File: src/rtl/dtmr_pkg.sv
// Package: shared register indices and the control-word layout.
// Assumes one 32-bit word per register and eight register slots per channel.
package dtmr_pkg;

    localparam int REG_IDX_W = 3;

    typedef enum logic [REG_IDX_W-1:0] {
        REG_RELOAD = 3'd0,
        REG_VALUE  = 3'd1,
        REG_CTRL   = 3'd2,
        REG_ACK    = 3'd3,
        REG_RAW    = 3'd4,
        REG_MASKED = 3'd5,
        REG_BGLOAD = 3'd6
    } reg_idx_e;

    // Control word, most significant field first (bit 7 down to bit 0).
    typedef struct packed {
        logic       run;       // bit 7: channel enable
        logic       periodic;  // bit 6: reload from stored value (1) or all-ones (0)
        logic       irq_en;    // bit 5: interrupt enable
        logic       rsvd;      // bit 4: always zero
        logic [1:0] psc;       // bits 3:2: prescale exponent
        logic       wide;      // bit 1: 32-bit counter when set
        logic       single;    // bit 0: one-shot
    } ctrl_t;

    localparam logic [7:0] CTRL_RESET = 8'h20;
    localparam logic [7:0] CTRL_WMASK = 8'hEF;

endpackage

File: src/rtl/dtmr_prescale.sv
// Module: tick divider for one timer channel.
// Produces a one-cycle count step every 16**sel_i enabled ticks; exponents
// above the largest supported value behave as the largest one.
// Assumes clear_i is high whenever the channel is disabled or restarting.
module dtmr_prescale #(
    parameter int SEL_W     = 2,
    parameter int STEP_LOG2 = 4
) (
    input  logic             clk,
    input  logic             rst_n,
    input  logic             clear_i,
    input  logic             tick_i,
    input  logic [SEL_W-1:0] sel_i,
    output logic             strobe_o
);
    localparam int MAX_EXP = (1 << SEL_W) - 2;
    localparam int CNT_W   = STEP_LOG2 * MAX_EXP;

    logic [CNT_W-1:0] cnt_q;
    logic [CNT_W-1:0] limit;
    logic [CNT_W:0]   pow;
    int               exp_v;

    // Terminal count for the selected divisor.
    always_comb begin
        exp_v = (int'(sel_i) > MAX_EXP) ? MAX_EXP : int'(sel_i);
        pow   = (CNT_W+1)'(1) << (STEP_LOG2 * exp_v);
        limit = pow[CNT_W-1:0] - CNT_W'(1);
    end

    assign strobe_o = tick_i && !clear_i && (cnt_q == limit);

    // Tick counter, cleared while idle or on restart.
    always_ff @(posedge clk) begin
        if (!rst_n || clear_i) begin
            cnt_q <= '0;
        end else if (tick_i) begin
            cnt_q <= (cnt_q == limit) ? '0 : cnt_q + CNT_W'(1);
        end
    end

    // a count step always returns the divider to zero.
    a_r3_wrap_after_step: assert property (@(posedge clk) disable iff (!rst_n)
        strobe_o |=> (cnt_q == '0));

    // a clear leaves the divider at zero on the next cycle.
    a_r3_clear_zero: assert property (@(posedge clk) disable iff (!rst_n)
        clear_i |=> (cnt_q == '0));

endmodule

File: src/rtl/dtmr_channel.sv
// Module: one down-counting timer channel with its register file.
// Holds the reload value, control word, counter and raw flag, and decodes
// writes and reads of its eight register slots.
// Assumes wr_i lasts one cycle per access and reg_i is valid with it.
module dtmr_channel
    import dtmr_pkg::*;
#(
    parameter int DATA_W    = 32,
    parameter int HALF_W    = 16,
    parameter int SEL_W     = 2,
    parameter int STEP_LOG2 = 4
) (
    input  logic                 clk,
    input  logic                 rst_n,
    input  logic                 tick_i,
    input  logic                 wr_i,
    input  logic [REG_IDX_W-1:0] reg_i,
    input  logic [DATA_W-1:0]    wdata_i,
    output logic [DATA_W-1:0]    rdata_o,
    output logic                 irq_o
);
    logic [DATA_W-1:0] load_q, cur_q, cur_d;
    ctrl_t             ctrl_q, ctrl_new;
    logic              raw_q, halt_q, halt_d;
    logic              wr_load, wr_ctrl, wr_ack, wr_bg, wr_val;
    logic              restart, restart_wide, strobe, hit, fire;
    logic [DATA_W-1:0] restart_src;

    // Cut a value to the active counter size.
    function automatic logic [DATA_W-1:0] fit(input logic [DATA_W-1:0] v, input logic wide);
        return wide ? v : {{(DATA_W-HALF_W){1'b0}}, v[HALF_W-1:0]};
    endfunction

    // Write decode for each register slot.
    always_comb begin
        wr_load  = wr_i && (reg_i == REG_RELOAD);
        wr_val   = wr_i && (reg_i == REG_VALUE);
        wr_ctrl  = wr_i && (reg_i == REG_CTRL);
        wr_ack   = wr_i && (reg_i == REG_ACK);
        wr_bg    = wr_i && (reg_i == REG_BGLOAD);
        ctrl_new = ctrl_t'(wdata_i[7:0] & CTRL_WMASK);
    end

    // Restart request: reload write while enabled, or enable rising.
    always_comb begin
        restart      = (wr_load && ctrl_q.run) || (wr_ctrl && !ctrl_q.run && ctrl_new.run);
        restart_src  = wr_load ? wdata_i : load_q;
        restart_wide = wr_ctrl ? ctrl_new.wide : ctrl_q.wide;
    end

    dtmr_prescale #(
        .SEL_W     (SEL_W),
        .STEP_LOG2 (STEP_LOG2)
    ) u_psc (
        .clk      (clk),
        .rst_n    (rst_n),
        .clear_i  (!ctrl_q.run || restart),
        .tick_i   (tick_i),
        .sel_i    (ctrl_q.psc),
        .strobe_o (strobe)
    );

    assign hit  = strobe && !halt_q;
    assign fire = hit && (cur_q[DATA_W-1:1] == '0);

    // Next counter value: restart, expiry reload, or decrement.
    always_comb begin
        cur_d  = cur_q;
        halt_d = halt_q;
        if (restart) begin
            cur_d  = fit(restart_src, restart_wide);
            halt_d = 1'b0;
        end else if (fire) begin
            if (ctrl_q.single) begin
                cur_d  = '0;
                halt_d = 1'b1;
            end else if (ctrl_q.periodic) begin
                cur_d = fit(load_q, ctrl_q.wide);
            end else begin
                cur_d = fit('1, ctrl_q.wide);
            end
        end else if (hit) begin
            cur_d = cur_q - DATA_W'(1);
        end
    end

    // Counter and one-shot halt state.
    always_ff @(posedge clk) begin
        if (!rst_n) begin
            cur_q  <= '0;
            halt_q <= 1'b0;
        end else begin
            cur_q  <= cur_d;
            halt_q <= halt_d;
        end
    end

    // Stored reload value and control word.
    always_ff @(posedge clk) begin
        if (!rst_n) begin
            load_q <= '1;
            ctrl_q <= ctrl_t'(CTRL_RESET);
        end else begin
            if (wr_load || wr_bg) load_q <= wdata_i;
            if (wr_ctrl)          ctrl_q <= ctrl_new;
        end
    end

    // Raw expiry flag: set on expiry, cleared by acknowledge.
    always_ff @(posedge clk) begin
        if (!rst_n)      raw_q <= 1'b0;
        else if (fire)   raw_q <= 1'b1;
        else if (wr_ack) raw_q <= 1'b0;
    end

    assign irq_o = raw_q && ctrl_q.irq_en;

    // Read mux over the register slots.
    always_comb begin
        case (reg_i)
            REG_RELOAD, REG_BGLOAD: rdata_o = load_q;
            REG_VALUE:              rdata_o = cur_q;
            REG_CTRL:               rdata_o = DATA_W'(ctrl_q);
            REG_RAW:                rdata_o = DATA_W'(raw_q);
            REG_MASKED:             rdata_o = DATA_W'(irq_o);
            default:                rdata_o = '0;
        endcase
    end

    // a disabled channel that is not restarted keeps its count.
    a_r12_hold_idle: assert property (@(posedge clk) disable iff (!rst_n)
        (!ctrl_q.run && !restart) |=> $stable(cur_q));

    // a background reload write does not move the count.
    a_r6_bg_quiet: assert property (@(posedge clk) disable iff (!rst_n)
        (wr_bg && !hit) |=> $stable(cur_q));

    // a current-value write does not move the count.
    a_r8_value_ro: assert property (@(posedge clk) disable iff (!rst_n)
        (wr_val && !hit) |=> $stable(cur_q));

    // an acknowledge without a coinciding expiry drops the raw flag.
    a_r11_ack_clears: assert property (@(posedge clk) disable iff (!rst_n)
        (wr_ack && !fire) |=> !raw_q);

    // the raw flag only rises after a count step.
    a_r9_raw_after_step: assert property (@(posedge clk) disable iff (!rst_n)
        $rose(raw_q) |-> $past(hit));

    // a halted one-shot channel stays at zero until restarted.
    a_r10_single_stays: assert property (@(posedge clk) disable iff (!rst_n)
        (halt_q && !restart) |=> (halt_q && cur_q == '0));

    // a 16-bit restart leaves the upper half clear.
    a_r4_half_restart: assert property (@(posedge clk) disable iff (!rst_n)
        (restart && !restart_wide) |=> (cur_q[DATA_W-1:HALF_W] == '0));

endmodule

File: src/rtl/dual_down_timer.sv
// Module: top of the dual down-counting timer.
// Splits the word address into channel and register index, fans writes out
// to the selected channel and muxes its read data back.
// Assumes NUM_CH equals 2**(ADDR_W - REG_IDX_W).
module dual_down_timer
    import dtmr_pkg::*;
#(
    parameter int NUM_CH    = 2,
    parameter int ADDR_W    = 4,
    parameter int DATA_W    = 32,
    parameter int HALF_W    = 16,
    parameter int SEL_W     = 2,
    parameter int STEP_LOG2 = 4
) (
    input  logic              clk,
    input  logic              rst_n,
    input  logic              bus_sel,
    input  logic              bus_wr,
    input  logic [ADDR_W-1:0] bus_addr,
    input  logic [DATA_W-1:0] bus_wdata,
    output logic [DATA_W-1:0] bus_rdata,
    input  logic [NUM_CH-1:0] tick_en,
    output logic [NUM_CH-1:0] irq
);
    localparam int CH_SEL_W = ADDR_W - REG_IDX_W;

    logic [CH_SEL_W-1:0]  ch_idx;
    logic [REG_IDX_W-1:0] reg_idx;
    logic [DATA_W-1:0]    ch_rdata [NUM_CH];

    assign ch_idx  = bus_addr[ADDR_W-1:REG_IDX_W];
    assign reg_idx = bus_addr[REG_IDX_W-1:0];

    for (genvar c = 0; c < NUM_CH; c++) begin : g_ch
        dtmr_channel #(
            .DATA_W    (DATA_W),
            .HALF_W    (HALF_W),
            .SEL_W     (SEL_W),
            .STEP_LOG2 (STEP_LOG2)
        ) u_ch (
            .clk     (clk),
            .rst_n   (rst_n),
            .tick_i  (tick_en[c]),
            .wr_i    (bus_sel && bus_wr && (ch_idx == CH_SEL_W'(c))),
            .reg_i   (reg_idx),
            .wdata_i (bus_wdata),
            .rdata_o (ch_rdata[c]),
            .irq_o   (irq[c])
        );
    end

    // Read data of the addressed channel.
    always_comb begin
        bus_rdata = '0;
        for (int c = 0; c < NUM_CH; c++) begin
            if (ch_idx == CH_SEL_W'(c)) bus_rdata = ch_rdata[c];
        end
    end

endmodule

File: config.mk
export PLATFORM = sky130hd
export DESIGN_NAME = dual_down_timer
export DESIGN_NICKNAME = d
export VERILOG_FILES = /design/src/rtl/dtmr_pkg.sv /design/src/rtl/dtmr_prescale.sv /design/src/rtl/dtmr_channel.sv /design/src/rtl/dual_down_timer.sv
export SDC_FILE = /design/constraint.sdc
export NUM_CORES = 1
export LEC_CHECK = 0
export ABC_AREA = 1
export BUFFER_PORTS_ARGS = -buffer_cell sky130_fd_sc_hd__buf_2
export CAP_MARGIN = 20
export CORE_MARGIN = 3
export CORE_UTILIZATION = 60
export CTS_CLUSTER_SIZE = 10
export DETAILED_ROUTE_END_ITERATION = 16
export PLACE_DENSITY = 0.79
export RECOVER_POWER = 100
export SETUP_SLACK_MARGIN = 0.15
export SYNTH_ARGS = -nofsm -noshare
export SYNTH_HDL_FRONTEND = slang
export SYNTH_SLANG_ARGS = --single-unit
File: constraint.sdc
create_clock -name clk -period 2.6 [get_ports clk]
set_clock_uncertainty 0.15 [all_clocks]
set_input_delay 0.26 -clock clk [delete_from_list [all_inputs] [get_ports clk]]
set_output_delay 0.26 -clock clk [all_outputs]
set_load 0.02 [all_outputs]
Word level (Yosys, flattened, before mapping)
Cells that the tools add are included.
{"block": "classes", "addsub": 6, "n_mul": 0, "div_mod_pow": 0, "order_cmp": 2, "n_eq_ne": 8, "shift": 2, "muxes": 31, "bitwise": 2, "n_reduce_logical": 54}
{"cell": "32-bit 2-to-1 mux", "n": 19}
{"cell": "32-bit one-hot mux with 5 select lines", "n": 2}
{"cell": "32-bit by 1-bit subtractor with 32-bit output (second input constant)", "n": 2}
{"cell": "31-bit zero test", "n": 2}
{"cell": "1-bit logical AND", "n": 27}
{"cell": "8-bit by 1-bit adder with 8-bit output (second input constant)", "n": 2}
{"cell": "8-bit == test", "n": 2}
{"cell": "8-bit 2-to-1 mux", "n": 2}
{"cell": "1-bit by 4-bit left shift with 8-bit output (first input constant)", "n": 2}
{"cell": "8-bit by 1-bit subtractor with 8-bit output (second input constant)", "n": 2}
{"cell": "3-bit == test (second input constant)", "n": 3}
{"cell": "1-bit logical OR", "n": 8}
{"cell": "1-bit zero test", "n": 7}
{"cell": "3-bit by 2-bit == test with 1-bit output (second input constant)", "n": 2}
{"cell": "1-bit 2-to-1 mux", "n": 6}
{"cell": "3-bit nonzero test", "n": 2}
{"cell": "2-bit OR reduction", "n": 3}
{"cell": "2-bit > comparator (second input constant)", "n": 2}
{"cell": "2-bit 2-to-1 mux", "n": 2}
{"cell": "2-bit AND reduction", "n": 2}
{"cell": "2-bit nonzero test", "n": 2}
{"cell": "3-bit by 1-bit == test with 1-bit output (second input constant)", "n": 1}
{"cell": "3-bit zero test", "n": 1}
{"cell": "1-bit inverter", "n": 2}
{"block": "totals", "ff_bits": 162, "latch_bits": 0, "ramBits": 0, "romBits": 0, "inputBits": 42, "out_inout_bits": 34, "word_cells": 127, "n_memories": 0}

Depth between registers and ports, before layout
{"block": "logic_depth", "ltp_word": 14, "mapped_depth": 15, "mapped_depth_nobuf": 15}

Cells and area by module
A second synthesis with hierarchy kept.
{"block": "hier_totals", "hier_cells": 1935, "hier_area_um2": 11692.5}
{"module": "dtmr_channel (g_ch[1].u_ch)", "n_inst": 1, "cells_each": 847, "area_per_inst_um2": 5191.2, "seq_area_each_um2": 1461.4}
{"module": "dtmr_channel (g_ch[0].u_ch)", "n_inst": 1, "cells_each": 847, "area_per_inst_um2": 5122.4, "seq_area_each_um2": 1461.4}
{"module": "dtmr_prescale", "n_inst": 2, "cells_each": 67, "area_per_inst_um2": 442.9, "seq_area_each_um2": 160.2}
{"module": "dual_down_timer", "n_inst": 1, "cells_each": 107, "area_per_inst_um2": 493.0, "seq_area_each_um2": 0.0}

Worst setup path before layout
Ideal clock, no wire load.
{"block": "synth_path", "path_type": "input -> output", "start": "input port bus_addr[0]", "end": "output port bus_rdata[28]", "arrival_ns": 1.710, "required_ns": 2.190, "slack_ns": 0.480, "path_stages": 6, "path_buffers": 1, "cell_sequence": "nor2_1 -> nand2_2 -> o21ai_1 -> clkbuf_1 -> nand2_1 -> a221oi_1"}
{"block": "synth_via", "elab_chain_len": 4, "word_cells_on_any_way": 10, "cone_classes": "5 x eq/ne; 3 x mux; 2 x reduce/logical"}
{"element": "start: declaration", "line": "dual_down_timer.sv:19", "text": "input logic [ADDR_W-1:0] bus_addr,"}
{"element": "3-bit == test or 3-bit zero test (tied branches)", "line": "dtmr_channel.sv:120", "text": "case (reg_i)"}
{"element": "2-bit OR reduction", "line": "dtmr_channel.sv:120"}
{"element": "32-bit one-hot mux with 5 select lines", "line": "dtmr_channel.sv:120"}
{"element": "32-bit 2-to-1 mux *", "line": "dual_down_timer.sv:56", "text": "if (ch_idx == CH_SEL_W'(c)) bus_rdata = ch_rdata[c];"}
{"element": "end: declaration", "line": "dual_down_timer.sv:21", "text": "output logic [DATA_W-1:0] bus_rdata,"}
Mark *: on every way between the ends. The rest lies on a longest branch, timed or not.

Worst setup path after layout
{"block": "layout_path", "start": "input port bus_addr[2]", "end": "output port bus_rdata[7]"}
The elaborated chain is that of the path after synthesis.

==> results.cfg <==
[synth]
syn-num-nets = 1946
synth-simple-area-share_pct = 32.5
yosys.area.top_type = dfxtp_1
synthArstFlopShare_pct = 0
synth-seq-cells = 162
ys_top_cells_by_area = dfxtp_1, nand2_1, nor2_1, o21ai_0, a21oi_1
synth_adder_area_share_pct = 0.661
synth_ff_type = dfxtp_1
syn_inst = 1898
synth-compound-area-share_pct = 24.1
synthMuxAreaShare_pct = 0.0881
synth_cell_types = 39
ys_warn_count = 0
synthXorXnorAreaFrac_pct = 3.39
synth_top_family_by_area = simple AND/OR/NAND/NOR gates
avgSynthCellArea_sq_um = 5.98
yosysTopAreaCellShare_pct = 28.6
synth_edf_count = 0
ys_seq_area_share_pct = 28.6
syn_area_sq_mm = 0.0114

[global_route]
grt_pass1_wl_um = 64400
grt_overflow = 0
antenna_found_initial = 0
grt_max_degree = 60
track_usage_pct = 39.1
grt_pass1_vias = 12400

[run]
cap_violations = 0

[critical_path]
crit_arrival_ns = 2.06
critPathCaptureType = output pin
crit_slowest_cell = inv_2
start_kind = input pin
slowest_delay_ns = 0.34
path_cells = buf_2 > nor2_1 > nand2_1 > o21ai_4 > inv_2 > buf_12 > nor2_1 > o21ai_0 > o21ai_0 > buf_2
crit_type = input pin to output pin
crit_fanout = 18
required_ns = 2.19

[pwr]
ir_drop_mv = 0.448
powerDensity_mw_per_mm2 = 504
totalPowerFinal_mw = 6.64
leakage_nw = 6.66

[placement]
place_area_sq_mm = 0.0121
port_buffers = 75
dp_hpwl_um = 29200
gp_routability_congestion = 1.04

[clock_tree]
clock_latency_ns = 0.45
cts_tree = built
numClockSinks = 162
clk_pin_slew_ns = 0.08
cts_buffer_depth = 2
numCtsBuffers = 17
cts_root_buf = clkbuf_16
htreeDepth = 4

[cells_and_area]
diodes = 0
layout_common_cells = nand2_1, nor2_1, inv_1, o21ai_0, dfxtp_1
final_core_util_pct = 72.1
drive_gt1_share_pct = 10.6
mostFrequentLayoutCell = nand2_1
area_delta_synth_final_pct = 16.0
nNetsFinal = 2029
final_cell_area_sq_mm = 0.0132

[route]
via_count = 13600
wire_per_inst_um = 18.4
first_iter_violations = 1652
ant_nets = 0
drc_errors = 0
wirelength_um = 41000
vias_per_cell = 6.11
first_pass_iters = 6

[sta]
fmax_ghz = 0.404
rsz0062_at_grt = yes
hold_viol_final = 0
period_needed_ns = 2.47
fin_crit_sh_pct = 95.2
setup_tns_ns = 0
setup_viol = 0
maxSlewHeadroom_pct = 47.7
drv_slew = 0
worstMarginPinSlew_ns = 0.785

[die]
core_sq_mm = 0.0183
io-pin-count = 76
start_util_pct = 62.2
rows = 49
die_x_um = 144
die_area_sq_mm = 0.0206
die_y_um = 144

[outcome]
outcome = finished, final reports clean

[hold_path]
hold_class = input pin to flip-flop
## report_power, final
part	total [mW]	switching (mW)	internal (mW)	leakage, nW
Combinational	1.48	0.993	0.485	5.06
Clock	2.60	1.22	1.38	0.290
Sequential	2.56	0.0404	2.52	1.31
Total	6.64	2.25	4.38	6.66
## cells by family after synthesis
group,count (synthesis)
DFF,162
buffers and inverters,302
and+or+nand+nor,909
muxes,1
xor gates and xnor gates,44
AOI/OAI and AO/OA,474
adders and majority gates,6
## registers in the layout, indices dropped and copies added (netlist names)
signal and count:
g_ch.u_ch.cur_q 64, g_ch.u_ch.load_q 64, g_ch.u_ch.u_psc.cnt_q 16, g_ch.u_ch.ctrl_q 14, g_ch.u_ch.halt_q 2, g_ch.u_ch.raw_q 2
## cell type report
class	instances	area, sq um
clock buffer	18	429
clock inverter	14	165
fill	1638	5100
inverter	198	753
multi-input combinational	1435	6990
sequential	162	3240
tap	229	287
timing repair buffer	167	1310
## stage by stage
step           hold WS [ns]  std cells  setup WS (ns)
3_5_place_dp          0.311       2154         0.0498
3_3_place_gp          0.305       2154          0.132
2_1_floorplan         0.236       1898          0.480
6_report             0.0189       2223          0.126
4_1_cts             0.00175       2215          0.169
5_1_grt              0.0324       2223         0.0355
## timing repair
item,in CTS,in global routing
endpoints found under the setup margin,34,69
buffers inserted,0,7
pin swaps,1,8
hold endpoints to repair,43,0
hold buffers,28,0
gates resized for setup,4,36
gates cloned,1,1
## path summary, 6_finish.rpt
| path | from | end | slack (ns) | cells past startpoint |
|---|---|---|---|---|
| hold / removal | bus_wdata[7] | g_ch[1].u_ch.ctrl_q[7]$_SDFFE_PN0N_ | 0.02 | 3 |
| setup reg to reg | g_ch[0].u_ch.ctrl_q[2]$_SDFFE_PN0N_ | g_ch[0].u_ch.cur_q[1]$_SDFFE_PN0P_ | 0.15 | 14 |
| setup / recovery | bus_addr[2] | bus_rdata[7] | 0.13 | 10 |
| hold reg to reg | g_ch[0].u_ch.ctrl_q[7]$_SDFFE_PN0N_ | g_ch[0].u_ch.ctrl_q[7]$_SDFFE_PN0N_ | 0.32 | 2 |
## cells in the mapped netlist (2+ instances only)
cell type and instances:
a21oi_1 142, a221oi_1 3, a22oi_1 25, buf_1 5, buf_2 33, buf_4 4, buf_6 3, clkbuf_1 59
dfxtp_1 162, ha_1 6, inv_1 184, inv_2 12, nand2_1 550, nand2_2 3, nand3_1 94, nand3b_1 2
nand4_1 26, nor2_1 218, nor2_2 4, nor2_4 6, nor3b_1 2, o2111ai_1 4, o211ai_1 88, o21ai_0 162
o21ai_1 15, o21bai_1 5, o22ai_1 26, o31ai_1 2, xnor2_1 8, xor2_1 36
## routing by layer
layer / GRT usage [%] / part of all wire [%] / vias to the layer above
met5: 0 / 0 / -
met4: 18.9 / 5.1 / 0
met3: 7.05 / 10 / 162
met2: 61.5 / 44 / 804
met1: 52.1 / 40 / 6194
li1: - / - / 6421
## critical path, delay by kind of cell
kind	cells	cell delay, ns
compound gates	3	0.65
buf+inv	4	0.86
simple gates	3	0.29
No activity file was read; power rests on OpenSTA's default activity.
